<file path="src/rtl/kbregs_pkg.sv">
package kbregs_pkg;
  localparam int DATA_W = 8;
  localparam int SEL_W = 2;
  localparam logic [SEL_W-1:0] REG_CTL  = 2'd0;
  localparam logic [SEL_W-1:0] REG_ADDR = 2'd1;
  localparam logic [SEL_W-1:0] REG_MODE = 2'd2;
  localparam logic [SEL_W-1:0] REG_ST2  = 2'd3;
  localparam logic [3:0] SIGNATURE = 4'b0101;

  typedef struct packed {
    logic wrIntCtl;
    logic wrPresc;
    logic wrMode;
    logic oe;
    logic [SEL_W-1:0] sel;
  } strobe_t;
endpackage

</file>
<file path="src/rtl/kbregs_ctrl.sv">
module kbregs_ctrl
  import kbregs_pkg::*;
(
  input  logic clk,
  input  logic rst_n,
  input  logic selHigh,
  input  logic selLowN,
  input  logic iorqN,
  input  logic m1N,
  input  logic rdN,
  input  logic wrN,
  input  logic [SEL_W-1:0] regSel,
  output strobe_t stb,
  output logic releasePulse
);
  logic access, rdAct, wrAct, wrPrev, wrEdge, rd1Now, rd1Prev;

  always_comb begin
    access = selHigh & ~selLowN & ~iorqN & m1N;
    rdAct  = access & ~rdN;
    wrAct  = access & ~wrN;
    wrEdge = wrAct & ~wrPrev;
    rd1Now = rdAct && (regSel == REG_ADDR);
    stb.wrIntCtl = wrEdge && (regSel == REG_CTL);
    stb.wrPresc  = wrEdge && (regSel == REG_ADDR);
    stb.wrMode   = wrEdge && (regSel == REG_MODE);
    stb.oe  = rdAct;
    stb.sel = regSel;
    releasePulse = rd1Prev & ~rd1Now;
  end

  always_ff @(posedge clk or negedge rst_n) begin
    if (!rst_n) begin
      wrPrev  <= 1'b0;
      rd1Prev <= 1'b0;
    end else begin
      wrPrev  <= wrAct;
      rd1Prev <= rd1Now;
    end
  end

  // the acknowledge never stretches past one cycle
  a_r10_release_single: assert property (@(posedge clk) disable iff (!rst_n)
    releasePulse |=> !releasePulse);
  // read data enable only while the read strobe is low
  a_r8_oe_needs_read: assert property (@(posedge clk) disable iff (!rst_n)
    stb.oe |-> (!rdN && !iorqN && m1N));
endmodule

</file>
<file path="src/rtl/kbregs_dp.sv">
module kbregs_dp
  import kbregs_pkg::*;
#(
  parameter int REQ_W = 3,
  parameter int KADDR_W = 6,
  parameter int ST_W = 3
) (
  input  logic clk,
  input  logic rst_n,
  input  strobe_t stb,
  input  logic [DATA_W-1:0] dataIn,
  input  logic [REQ_W-1:0] reqBits,
  input  logic [KADDR_W-1:0] keyAddr,
  input  logic [ST_W-1:0] stat1,
  input  logic [ST_W-1:0] stat2,
  input  logic [ST_W-1:0] stat3,
  output logic [DATA_W-1:0] dataOut,
  output logic dataOutEn,
  output logic intEnable,
  output logic [DATA_W-1:0] prescale,
  output logic [1:0] scanMode,
  output logic irqPullDown
);
  logic [DATA_W-1:0] rdMux;

  always_ff @(posedge clk or negedge rst_n) begin
    if (!rst_n) begin
      intEnable <= 1'b0;
      prescale  <= '0;
      scanMode  <= '0;
    end else begin
      if (stb.wrIntCtl) intEnable <= dataIn[0];
      if (stb.wrPresc)  prescale  <= dataIn;
      if (stb.wrMode)   scanMode  <= dataIn[1:0];
    end
  end

  always_comb begin
    rdMux = '0;
    case (stb.sel)
      REG_CTL:  rdMux[REQ_W-1:0] = reqBits;
      REG_ADDR: rdMux[KADDR_W-1:0] = keyAddr;
      REG_MODE: begin
        rdMux[ST_W-1:0] = stat1;
        rdMux[7:4] = SIGNATURE;
      end
      default: begin
        rdMux[ST_W-1:0] = stat2;
        rdMux[4+ST_W-1:4] = stat3;
      end
    endcase
    dataOutEn   = stb.oe;
    dataOut     = stb.oe ? rdMux : '0;
    irqPullDown = intEnable & (|reqBits);
  end

  // the divider only moves on its own write strobe
  a_r2_presc_hold: assert property (@(posedge clk) disable iff (!rst_n)
    !stb.wrPresc |=> $stable(prescale));
  // signature nibble present on every status-1 read
  a_r6_signature: assert property (@(posedge clk) disable iff (!rst_n)
    (stb.oe && stb.sel == REG_MODE) |-> (dataOut[7:4] == 4'b0101));
  // no data driven while not enabled
  a_r8_quiet_bus: assert property (@(posedge clk) disable iff (!rst_n)
    !dataOutEn |-> (dataOut == '0));
endmodule

</file>
<file path="src/rtl/kbregs_top.sv">
module kbregs_top
  import kbregs_pkg::*;
(
  input  logic clk,
  input  logic rst_n,
  input  logic selHigh,
  input  logic selLowN,
  input  logic iorqN,
  input  logic m1N,
  input  logic rdN,
  input  logic wrN,
  input  logic [1:0] regSel,
  input  logic [7:0] dataIn,
  output logic [7:0] dataOut,
  output logic dataOutEn,
  input  logic [2:0] reqBits,
  input  logic [5:0] keyAddr,
  input  logic [2:0] stat1,
  input  logic [2:0] stat2,
  input  logic [2:0] stat3,
  output logic intEnable,
  output logic [7:0] prescale,
  output logic [1:0] scanMode,
  output logic irqPullDown,
  output logic releasePulse
);
  strobe_t stb;

  kbregs_ctrl u_ctrl (
    .clk(clk), .rst_n(rst_n), .selHigh(selHigh), .selLowN(selLowN),
    .iorqN(iorqN), .m1N(m1N), .rdN(rdN), .wrN(wrN), .regSel(regSel),
    .stb(stb), .releasePulse(releasePulse)
  );

  kbregs_dp #(.REQ_W(3), .KADDR_W(6), .ST_W(3)) u_dp (
    .clk(clk), .rst_n(rst_n), .stb(stb), .dataIn(dataIn),
    .reqBits(reqBits), .keyAddr(keyAddr), .stat1(stat1), .stat2(stat2),
    .stat3(stat3), .dataOut(dataOut), .dataOutEn(dataOutEn),
    .intEnable(intEnable), .prescale(prescale), .scanMode(scanMode),
    .irqPullDown(irqPullDown)
  );
endmodule

</file>
<file path="config.mk">
export PLATFORM = sky130hd
export DESIGN_NAME = kbregs_top
export DESIGN_NICKNAME = d
export VERILOG_FILES = /design/src/rtl/kbregs_pkg.sv /design/src/rtl/kbregs_ctrl.sv /design/src/rtl/kbregs_dp.sv /design/src/rtl/kbregs_top.sv
export SDC_FILE = /design/constraint.sdc
export NUM_CORES = 1
export LEC_CHECK = 0
export BUFFER_PORTS_ARGS = -buffer_cell sky130_fd_sc_hd__buf_2
export CAP_MARGIN = 15
export CORE_MARGIN = 2
export CORE_UTILIZATION = 41
export CTS_BUF_LIST = sky130_fd_sc_hd__clkbuf_8 sky130_fd_sc_hd__clkbuf_16
export DETAILED_ROUTE_END_ITERATION = 10
export PLACE_DENSITY_LB_ADDON = 0.3
export RECOVER_POWER = 100
export SLEW_MARGIN = 20
export SYNTH_ARGS = -nofsm -noshare
export SYNTH_HDL_FRONTEND = slang
export SYNTH_SLANG_ARGS = --single-unit
</file>
<file path="constraint.sdc">
create_clock -name clk -period 2.18 [get_ports clk]
set_clock_uncertainty 0.05 [all_clocks]
set_input_delay 0.436 -clock clk [delete_from_list [all_inputs] [get_ports clk]]
set_output_delay 0.436 -clock clk [all_outputs]
set_load 0.005 [all_outputs]
</file>
==> impl_results.md <==
* Worst-Margin Slew at 0.681 ns
* Die area at approximately 2100 um^2
* Largest net degree at the start of global routing at 14
* P_int at 0.466 mW
* Top cells by count, synth: dfrtp_1 (13), mux2_2 (12), and2_1 (4)
* Worst EP required at 1.69 ns
* Yosys Warn Count at 0
* WP data arrival at around 1.5 ns
* Clock-pin slew on the worst setup and hold paths at 0.05 ns
* Synth area leader: dfrtp_1
* Remaining antenna violation count at 0
* Clock network power share at 33.1%
* Final total power at about 0.61 mW
* Area grow syn2layout at 42.2%
* Period utilization at roughly 90%
* I/O Pins at slightly below 60
* Synth Area in Compound Gates at ~1.9%
* Die Y at 46.2 um
* First-pass GRT wire length at 2.48 mm
* DPL Wire Length at between 1 and 1.5 mm
* Post-CTS resize count at 0
* Fin crit period at approximately 1.9 ns
* Synth cell types at 20
* CTS Buf Count at 3
* Largest cells by area after synthesis: dfrtp_1 (45%), mux2_2 (19%), mux4_2 (9.3%)
* Post-synthesis average cell area at around 13 um^2
* Final TNS setup at 0 ns
* Top cell type's share of synthesized area at between 40% and 50%
* Psw at 0.141 mW
* Worst hold path type: in2async
* Max-slew violation count at 0
* Yosys reg bits at 13
* Total track usage at between 10% and 20%
* Average vias per placed instance at between 4 and 5
* Relative slew slack at between 50% and 60%
* Initial Utilization at about 43%
* Hold_buf cts at 0
* Max_cap viols at 0
* Initial detailed-routing violation count at 0
* Syn Inst Count at 56
* Final GP Congestion at 0.659
* # diodes at 0
* Syn_nets at between 90 and 100
* Residual DRC count at 0
* Post-synthesis sequential area ratio at between 40% and 50%
* R2r worst-path depth at 3
* Core Util, Final at between 60% and 70%
* Mux contribution to synthesized area at about 28%
* Maximum clock path buffer count at 2
* Max incr delay on CP at ~0.53 ns
* NumNets Final at around 150
* Setup repair bufs after CTS at 0
* Sequential Power Share at roughly 47%
* CP max stage cell: mux4_2
* Async SR Flop Fraction at 100%
* Net Sw Frac at 23.2%
* Worst-case hold slack at 0.163 ns
* Sink Count at 13
* FF-to-FF End: u_dp.prescale[4]
* Pwr dens at ~590 nW/um^2
* Buf+Inv Stages, Crit Path at 2
* Port Buffers at 56
* Peak supply drop at ~0.37 mV
* Initial antenna violation count at 0
* RR Startpoint: u_ctrl.wrPrev
* Worst skew pair latency at roughly 0.23 ns
* Worst reg2reg setup slack at 0.53 ns
* Ys flop type: dfrtp_1
* H-tree levels at 1
* Unrepaired setup endpoints after global routing: false
* Peak Freq at a little over 500 MHz
* Post-Synth Adder-Cell Area at 0%
* Die W at between 40 and 50 um
* Site row count at 15
* Most frequent cell after synthesis: dfrtp_1
* Setup CP Type: in2out
* Combinational fraction of design power at between 20% and 30%
* Share of cells above drive strength 1 at roughly 53%
* Largest family of logic cells by synthesized area: multiplexers
* Root buf cell: clkbuf_8
* Xor/xnor cell area share of the yosys netlist at 0%
* Simple-Gate Fraction of Synth Area at 22.8%
* Status: finished, final reports clean
* Worst-path fanout max at 10
* CP delay by family, top: multiplexers
* Vias at ~660
* CP dominant cell by count: buf_2
* Core ar. at ~1700 um^2
* Final Hold Vio Count at 0
* CP Capture Type: output pin
* Vias in the first global route at about 600
* Grt ovf at 0
* Leakage at 0.526 nW
* CTS tree: done
* Setup violators final at 0
* Routed length per instance at around 12 um
* WL final at around 1.7 mm
* CP startpoint kind: input port
* Crit-path cells: buf_2 -> mux4_2 -> and2_1 -> buf_2
* EDFF count, synth at 0
* Synth Cell Area at roughly 730 um^2
* First-pass iteration count of the detailed router at 1
## per-layer routing
| layer | wire length (um) | GRT usage, % | up-vias |
|---|---|---|---|
| li1 | - | - | 321 |
| met1 | 652 | 16.6 | 302 |
| met2 | 864 | 32.8 | 37 |
| met3 | 180 | 3.92 | 2 |
| met4 | 9 | 8.57 | 0 |
| met5 | 0 | 0 | - |
## final cells by class
cell class,count,area (um^2)
tap,25,31.3
multi-input combinational,40,372
timing repair buffer,57,264
sequential,13,325
fill,158,671
clock inverter,1,3.75
clock buffer,3,41.3
## per-stage QoR
step	area [um^2]	instances	setup WS, ns
6_report	1040	139	0.243
5_1_grt	1040	139	0.187
4_1_cts	1080	139	0.229
3_5_place_dp	1030	135	0.230
3_3_place_gp	1030	135	0.260
2_1_floorplan	729	56	0.404
## logic make-up (layout without fill, tap and decap cells)
| logic type | count (synthesis) | count (layout) |
|---|---|---|
| buffers and inverters | 3 | 61 |
| multiplexers | 15 | 15 |
| AND/OR/NAND/NOR | 22 | 22 |
| AO/OA/AOI/OAI | 2 | 2 |
| other | 1 | 1 |
| flip-flops | 13 | 13 |
## power by group through the flow
| stage | Clock [mW] | Combinational (mW) | Sequential, mW |
|---|---|---|---|
| 3_3_place_gp | 0 | 0.127 | 0.285 |
| 6_report | 0.201 | 0.122 | 0.284 |
| 5_1_grt | 0.219 | 0.138 | 0.287 |
| 2_1_floorplan | 0 | 0.0549 | 0.289 |
| 3_5_place_dp | 0 | 0.131 | 0.287 |
| 4_1_cts | 0.209 | 0.132 | 0.284 |
## layout by cell type (no fill, tap or decap), types with 2 or more instances in the layout
cell type / n
and2_1: 3
and3_1: 2
buf_2: 40
clkbuf_1: 17
clkbuf_8: 3
dfrtp_1: 13
mux2_2: 12
mux4_2: 3
nand2_1: 3
nand2b_1: 2
nor2_1: 3
nor4_1: 3
## how the worst max path moves through the flow
stage	start	endpoint	slack (ns)	cells after the start
after floorplan	regSel[0]	dataOut[0]	0.40	3
after global placement	regSel[0]	dataOut[0]	0.26	4
after detailed placement	regSel[0]	dataOut[2]	0.23	4
after CTS	regSel[0]	dataOut[2]	0.23	4
after global routing	iorqN	dataOut[3]	0.19	5
final	regSel[0]	dataOut[2]	0.24	4
## registers in the layout (all words and copies together) (netlist names)
register        flops
u_dp.intEnable      1
u_ctrl.wrPrev       1
u_dp.prescale       8
u_ctrl.rd1Prev      1
u_dp.scanMode       2
## worst reg2reg max path, stage by stage (launching register included)
cell and delay, ns:
dfrtp_1 0.40, nor4_1 0.29, clkbuf_1 0.39, mux2_2 0.40
Power figures use the tool's default switching activity.
